<file path="src/rtl/mac40_pkg.sv">
package mac40_pkg;

   typedef enum logic [2:0] {
      OPC_LL    = 3'd0,
      OPC_LH    = 3'd1,
      OPC_HL    = 3'd2,
      OPC_HH    = 3'd3,
      OPC_DUAL  = 3'd4,
      OPC_WIDE  = 3'd5,
      OPC_LOAD  = 3'd6,
      OPC_STORE = 3'd7
   } mac_opc_e;

   function automatic logic opc_is_half(input logic [2:0] c);
      return (c[2] == 1'b0);
   endfunction

endpackage

</file>
<file path="src/rtl/mac40_lane_mult.sv">
module mac40_lane_mult #(
   parameter int HALF_W = 16,
   parameter int ACC_W  = 40
) (
   input  logic [HALF_W-1:0] mul_x,
   input  logic [HALF_W-1:0] mul_y,
   output logic [ACC_W-1:0]  term
);
   localparam int PROD_W = 2 * HALF_W;
   localparam int EXT_W  = ACC_W - PROD_W;

   if (ACC_W <= PROD_W) begin : g_bad_width
      $error("mac40_lane_mult: ACC_W must exceed 2*HALF_W");
   end

   logic signed [HALF_W-1:0] sx;
   logic signed [HALF_W-1:0] sy;
   logic signed [PROD_W-1:0] prod;

   always_comb begin
      sx   = mul_x;
      sy   = mul_y;
      prod = PROD_W'(sx) * PROD_W'(sy);
      term = {{EXT_W{prod[PROD_W-1]}}, prod};
   end
endmodule

</file>
<file path="src/rtl/mac40_wide_mult.sv">
module mac40_wide_mult #(
   parameter int OP_W    = 32,
   parameter int ACC_W   = 40,
   parameter bit REG_OUT = 1'b1
) (
   input  logic             clk,
   input  logic             rst,
   input  logic             cap_en,
   input  logic [OP_W-1:0]  mul_x,
   input  logic [OP_W-1:0]  mul_y,
   output logic [ACC_W-1:0] term
);
   localparam int FULL_W = 2 * OP_W;

   if (ACC_W > FULL_W || ACC_W <= OP_W) begin : g_bad_width
      $error("mac40_wide_mult: ACC_W must lie in (OP_W, 2*OP_W]");
   end

   logic [FULL_W-1:0] ext_x;
   logic [FULL_W-1:0] ext_y;
   logic [FULL_W-1:0] full_prod;
   logic [ACC_W-1:0]  low_part;

   always_comb begin
      ext_x     = {{OP_W{mul_x[OP_W-1]}}, mul_x};
      ext_y     = {{OP_W{mul_y[OP_W-1]}}, mul_y};
      full_prod = ext_x * ext_y;
      low_part  = full_prod[ACC_W-1:0];
   end

   if (REG_OUT) begin : g_registered
      logic [ACC_W-1:0] term_q;
      always_ff @(posedge clk) begin
         if (rst)         term_q <= '0;
         else if (cap_en) term_q <= low_part;
      end
      assign term = term_q;
   end else begin : g_direct
      assign term = low_part;
   end
endmodule

</file>
<file path="src/rtl/mac40_acc_core.sv">
module mac40_acc_core #(
   parameter int ACC_W = 40
) (
   input  logic             clk,
   input  logic             rst,
   input  logic             add_en,
   input  logic [ACC_W-1:0] add_term,
   input  logic             load_en,
   input  logic [ACC_W-1:0] load_val,
   output logic [ACC_W-1:0] acc
);
   logic [ACC_W-1:0] acc_q;

   always_ff @(posedge clk) begin
      if (rst)          acc_q <= '0;
      else if (load_en) acc_q <= load_val;
      else if (add_en)  acc_q <= acc_q + add_term;
   end

   assign acc = acc_q;

   AST_ACC_CLEARED: assert property (@(posedge clk)
      rst |=> (acc_q == '0));

   AST_ACC_HOLDS: assert property (@(posedge clk) disable iff (rst)
      (!add_en && !load_en) |=> $stable(acc_q));
endmodule

</file>
<file path="src/rtl/mac40_unit.sv">
module mac40_unit #(
   parameter int OP_W     = 32,
   parameter int HALF_W   = 16,
   parameter int ACC_W    = 40,
   parameter bit WIDE_REG = 1'b1
) (
   input  logic            clk,
   input  logic            rst,
   input  logic            op_valid,
   input  logic [2:0]      op_code,
   input  logic [OP_W-1:0] src_a,
   input  logic [OP_W-1:0] src_b,
   output logic            busy,
   output logic            done,
   output logic [OP_W-1:0] rd_lo,
   output logic [OP_W-1:0] rd_hi
);
   import mac40_pkg::*;

   localparam int N_LANES = 2;
   localparam int TOP_W   = ACC_W - OP_W;
   localparam int SEXT_W  = OP_W - TOP_W;

   if (OP_W != 2 * HALF_W) begin : g_bad_half
      $error("mac40_unit: OP_W must equal 2*HALF_W");
   end
   if (ACC_W <= OP_W || ACC_W > 2 * OP_W) begin : g_bad_acc
      $error("mac40_unit: ACC_W must lie in (OP_W, 2*OP_W]");
   end

   logic             accept;
   logic             is_half, is_dual, is_wide, is_load, is_store;
   logic             busy_q, done_q;
   logic [OP_W-1:0]  rd_lo_q, rd_hi_q;
   logic [ACC_W-1:0] acc;
   logic [ACC_W-1:0] wide_term;
   logic [ACC_W-1:0] add_term;
   logic             add_en;
   logic             wide_start;

   logic [HALF_W-1:0] a_hi, a_lo, b_hi, b_lo;
   logic [HALF_W-1:0] lane_x [N_LANES];
   logic [HALF_W-1:0] lane_y [N_LANES];
   logic [ACC_W-1:0]  lane_t [N_LANES];

   always_comb begin
      accept   = op_valid && !busy_q;
      is_half  = opc_is_half(op_code);
      is_dual  = (op_code == OPC_DUAL);
      is_wide  = (op_code == OPC_WIDE);
      is_load  = (op_code == OPC_LOAD);
      is_store = (op_code == OPC_STORE);
      a_hi     = src_a[OP_W-1:HALF_W];
      a_lo     = src_a[HALF_W-1:0];
      b_hi     = src_b[OP_W-1:HALF_W];
      b_lo     = src_b[HALF_W-1:0];
      // lane 0 carries the selected halves (or the low pair when dual)
      lane_x[0] = (is_half && op_code[1]) ? a_hi : a_lo;
      lane_y[0] = (is_half && op_code[0]) ? b_hi : b_lo;
      lane_x[1] = a_hi;
      lane_y[1] = b_hi;
   end

   for (genvar ln = 0; ln < N_LANES; ln++) begin : g_lane
      mac40_lane_mult #(
         .HALF_W (HALF_W),
         .ACC_W  (ACC_W)
      ) u_lane (
         .mul_x (lane_x[ln]),
         .mul_y (lane_y[ln]),
         .term  (lane_t[ln])
      );
   end

   assign wide_start = accept && is_wide;

   mac40_wide_mult #(
      .OP_W    (OP_W),
      .ACC_W   (ACC_W),
      .REG_OUT (WIDE_REG)
   ) u_wide (
      .clk    (clk),
      .rst    (rst),
      .cap_en (wide_start),
      .mul_x  (src_a),
      .mul_y  (src_b),
      .term   (wide_term)
   );

   if (WIDE_REG) begin : g_two_cycle
      always_comb begin
         add_en = busy_q || (accept && (is_half || is_dual));
         if (busy_q)       add_term = wide_term;
         else if (is_dual) add_term = lane_t[0] + lane_t[1];
         else              add_term = lane_t[0];
      end
      always_ff @(posedge clk) begin
         if (rst) busy_q <= 1'b0;
         else     busy_q <= wide_start;
      end
   end else begin : g_one_cycle
      always_comb begin
         add_en = accept && (is_half || is_dual || is_wide);
         if (is_wide)      add_term = wide_term;
         else if (is_dual) add_term = lane_t[0] + lane_t[1];
         else              add_term = lane_t[0];
      end
      assign busy_q = 1'b0;
   end

   mac40_acc_core #(
      .ACC_W (ACC_W)
   ) u_acc (
      .clk      (clk),
      .rst      (rst),
      .add_en   (add_en),
      .add_term (add_term),
      .load_en  (accept && is_load),
      .load_val ({src_b[TOP_W-1:0], src_a}),
      .acc      (acc)
   );

   always_ff @(posedge clk) begin
      if (rst) begin
         done_q  <= 1'b0;
         rd_lo_q <= '0;
         rd_hi_q <= '0;
      end else begin
         done_q <= add_en || (accept && (is_load || is_store));
         if (accept && is_store) begin
            rd_lo_q <= acc[OP_W-1:0];
            rd_hi_q <= {{SEXT_W{acc[ACC_W-1]}}, acc[ACC_W-1:OP_W]};
         end
      end
   end

   assign busy  = busy_q;
   assign done  = done_q;
   assign rd_lo = rd_lo_q;
   assign rd_hi = rd_hi_q;

   AST_READ_PORT_HOLDS: assert property (@(posedge clk) disable iff (rst)
      !(op_valid && !busy && op_code == OPC_STORE) |=> ($stable(rd_lo) && $stable(rd_hi)));

   AST_IDLE_NO_DONE: assert property (@(posedge clk) disable iff (rst)
      (!op_valid && !busy) |=> !done);

   if (WIDE_REG) begin : g_wide_checks
      AST_WIDE_SETS_BUSY: assert property (@(posedge clk) disable iff (rst)
         (op_valid && !busy && op_code == OPC_WIDE) |=> busy);
      AST_BUSY_ONE_CYCLE: assert property (@(posedge clk) disable iff (rst)
         busy |=> (!busy && done));
   end
endmodule

</file>
<file path="config.mk">
export PLATFORM = sky130hd
export DESIGN_NAME = mac40_unit
export DESIGN_NICKNAME = d
export VERILOG_FILES = /design/src/rtl/mac40_pkg.sv /design/src/rtl/mac40_lane_mult.sv /design/src/rtl/mac40_wide_mult.sv /design/src/rtl/mac40_acc_core.sv /design/src/rtl/mac40_unit.sv
export SDC_FILE = /design/constraint.sdc
export NUM_CORES = 2
export LEC_CHECK = 0
export ABC_AREA = 1
export BUFFER_PORTS_ARGS = -buffer_cell sky130_fd_sc_hd__buf_2
export CORE_ASPECT_RATIO = 0.5
export CORE_MARGIN = 2
export CORE_UTILIZATION = 67
export CTS_BUF_LIST = sky130_fd_sc_hd__clkbuf_8
export CTS_CLUSTER_SIZE = 10
export DETAILED_ROUTE_END_ITERATION = 8
export HOLD_SLACK_MARGIN = 0.02
export PLACE_DENSITY = 0.88
export SETUP_SLACK_MARGIN = 0.5
export SLEW_MARGIN = 40
export SYNTH_ARGS = -nofsm -noshare
export SYNTH_HDL_FRONTEND = slang
export SYNTH_HIERARCHICAL = 1
export SYNTH_SLANG_ARGS = --single-unit
</file>
<file path="constraint.sdc">
create_clock -name clk -period 9.9 [get_ports clk]
set_input_delay 0.495 -clock clk [delete_from_list [all_inputs] [get_ports clk]]
set_output_delay 0.495 -clock clk [all_outputs]
set_load 0.01 [all_outputs]
</file>
==> run_results.csv <==
group,metric,value,unit
sta,layout_worst_path_cycle_share,92.4,%
clock_network,cts_htree_levels,4,
drt,first_pass_iters,6,
floorplanning,chipHeight,214,um
setup_path,reg_to_reg_critical_path_startpoint,"busy",
synth,synth.net_count,10100,
setup_path,largest_stage_delay_on_the_critical_path,0.56,ns
synth,ys_seq_area_share,4.15,%
synth,synth_top_family_by_area,"adder cells",
clock_network,clock_sink_count,122,
drt,postRouteWirelength,191,mm
global_route,remaining_overflow_grt,0,
synth,yosys.cell_count.top_type,"inv_1",
placement,post_placement_cell_area,62400,sq um
setup_path,worstPathBufferInverterCount,11,
finish,final_layout_size_suffix_gt1_share,10.4,%
setup_path,timing.critical_path.max_delay_family,"adder cells",
min_path,hold_path_startpoint,"op_valid",
synth,post_synth.cell_area_avg,6.99,sq um
clock_network,cts_hold_buffers,0,
clock_network,insertion_delay,0.47,ns
sta,setup-tns-final,0,ns
finish,area_delta_synth_final,8.32,%
setup_path,critPathSlowestCell,"fa_1",
setup_path,timing.critical_path.required,10.20,ns
floorplanning,core.rowCount,76,
finish,instances_no_fill,9800,
sta,crit_path_time_final,9.14,ns
synth,synth-adder-area-share,48.2,%
min_path,hold-path-endpoint,"busy",
clock_network,cts_tree,"yes",
global_route,first_global_vias,55900,
global_route,grt_use_total,42.9,%
synth,post_synthesis_share_of_cell_area_spent_on_and_or_nand_and_nor_gates,22.1,%
placement,hpwl,158,mm
synth,syn-cell-area,58900,sq um
sta,setup_viol,0,
min_path,hold_depth,3,
setup_path,timing.setup.critical_path_class,"primary input to register",
sta,rsz_0062_raised_after_global_routing,"yes",
min_path,min_path_type,"primary input to register",
synth,syn-instance-count,8426,
placement,numPlacedInstances,9749,
setup_path,reg2reg_setup_slack,6.26,ns
synth,synth_commonest_cells,"inv_1 (2,502), nand2_1 (2,338), fa_1 (1,169)",
synth,post_synth_main_area_contributors,"fa_1 (40%), inv_1 (16%), nand2_1 (15%), ha_1 (8.5%), dfxtp_1 (4.1%)",
drt,via_count,54300,
synth,netlist.area_leader.share,39.7,%
placement,globalplace.congestion,1.05,
floorplanning,die_area,90500,sq um
setup_path,worst_setup_path_end_kind,"register",
synth,synth_warn,6,
sta,final-hold-violation-count,0,
setup_path,cp_common_cell,"nand2_1",
floorplanning,design.portCount,136,
clock_network,clockRootBuffer,"clkbuf_8",
synth,synth_compound_gate_area_share,4.54,%
sta,worst_pin_slew,0.871,ns
finish,post-route-cell-area,63800,sq um
setup_path,cp.arrival,9.44,ns
synth,synth_cell_type_count,50,
synth,synth_top_cell_by_area,"fa_1",
sta,timing.hold.ws,0.325,ns
finish,multi_input_area,46300,sq um
synth,synth-xor-area-share,1.53,%
sta,final_skew,0.0251,ns
run_status,outcome,"finished clean",
finish,nNetsFinal,10200,
floorplanning,start_util,68.1,%
drt,post_drt_wl_per_cell,19.5,um
run,cap_viol_max_count,0,
synth,synth-edff-count,0,
setup_path,rr_endpoint,"u_acc/acc[16]",
clock_network,cts.path.max_buffers,2,
finish,filler_cell_count,6619,
global_route,grt_pass1_wl,299,mm
clock_network,cts-buffers-inserted,17,
synth,synthMuxAreaShare,0.612,%
drt,avgViaCountPerCell,5.54,
sta,maxClockFrequency,109,MHz
floorplanning,fp.dieW,423,um
drt,drtIter0Drc,6066,
global_route,grt_max_degree,74,
drt,antenna_violating_nets_post_route,0,
synth,synth.ff_latch_count,122,
setup_path,crit_path_max_fanout,11,
setup_path,cp-start-kind,"primary input",
finish,layout.area.seq,2440,sq um
sta,timing.max_slew.rel_slack,41.3,%
setup_path,worstRegToRegCells,17,
placement,port_buffers,135,
sta,timing.final.max_slew_violations,0,
drt,post-route-drc-count,0,
global_route,initial_antenna_violation_count,15,
synth,synthFlopType,"dfxtp_1",
clock_network,clkSlewWorstSetupHoldPaths,0.09,ns
floorplanning,core_area,86500,sq um
synth,synth-async-reset-ratio,0,%
-- area by class of cell --
| cell class | instances | area share (%) |
|---|---|---|
| multi-input cells | 5418 | 72.6 |
| diodes | 10 | 0.0392 |
| clock buffers | 18 | 0.388 |
| repair buffers | 523 | 5.81 |
| clock inverters | 14 | 0.218 |
| inverters | 2525 | 14.9 |
| flip-flops and latches | 122 | 3.83 |
| well taps | 1170 | 2.29 |
-- metal layers --
layer	global-route usage, %	vias to the layer above	share of wire, %
met5	0	-	0.042
li1	-	24200	-
met2	68.8	3351	45
met4	21.8	10	5.7
met1	54.9	26000	37
met3	10.3	713	12
-- layout by cell type, fill, tap and decap left out, types with 40 or more instances in the layout --
master | netlist | final
buf_2 | 27 | 135
dfxtp_1 | 122 | 121
fa_1 | 1169 | 1163
a21oi_2 | 3 | 40
nand2_2 | 38 | 74
nand2_1 | 2338 | 2296
xor2_1 | 77 | 74
a21oi_1 | 192 | 155
nor2_2 | 17 | 47
inv_1 | 2502 | 2499
nand3_1 | 236 | 234
ha_1 | 401 | 366
nor2_1 | 475 | 440
o21ai_0 | 162 | 156
buf_4 | 47 | 377
-- registers in the layout (all words and copies together) (netlist names) --
name / cells
u_acc/acc: 40
u_wide/term: 40
rd_lo: 32
rd_hi: 8
busy: 1
done: 1
-- how the worst max path moves through the flow --
stage	startpoint	end	slack [ns]	cells after the start
after floorplan	op_code[2]	u_acc/acc[38]	0.75	50
final	op_code[2]	u_acc/acc[29]	0.76	48
after detailed placement	op_code[2]	u_acc/acc[37]	-0.18	48
after global placement	op_code[2]	u_acc/acc[22]	-0.13	47
after global routing	op_code[2]	u_acc/acc[39]	0.38	49
after CTS	op_code[2]	u_acc/acc[37]	0.50	49
-- cell families (layout without fill, tap and decap cells) --
logic type                 Yosys count  in the layout
buffers and inverters             2887           3080
muxes                               32             33
and+or+nand+nor                   3231           3231
xor gates and xnor gates           103            103
other                                0             10
AOI/OAI and AO/OA                  481            481
adders and majority gates         1570           1570
DFF                                122            122
-- per-stage QoR --
step / setup WS [ns] / util (%)
2_1_floorplan: 0.745 / -
3_3_place_gp: -0.132 / 72.1
3_5_place_dp: -0.175 / 72.1
4_1_cts: 0.504 / 72.6
5_1_grt: 0.377 / 73.7
6_report: 0.757 / 73.7
-- worst register-to-register path: stages, from the launching register on --
cell     delay (ns)
dfxtp_2        0.33
inv_1          0.29
nor2_1         0.08
a31oi_1        0.52
ha_1           0.34
inv_1          0.09
fa_1           0.36
inv_1          0.18
nand3_1        0.10
nand3_1        0.34
nand2_1        0.12
nand3_2        0.11
nand2_1        0.07
nand2_2        0.13
buf_4          0.16
xor2_1         0.14
nand2_1        0.06
a21oi_1        0.13
-- timing repair --
item,CTS,global route
setup endpoints to repair,15,24
pin swaps,0,24
gates resized for setup,3,220
buffers inserted,1,6
gates cloned,0,2
Power is left out: the tool's default activity adds up to more than one toggle a clock period on the data nets, which glitch-free logic cannot reach.
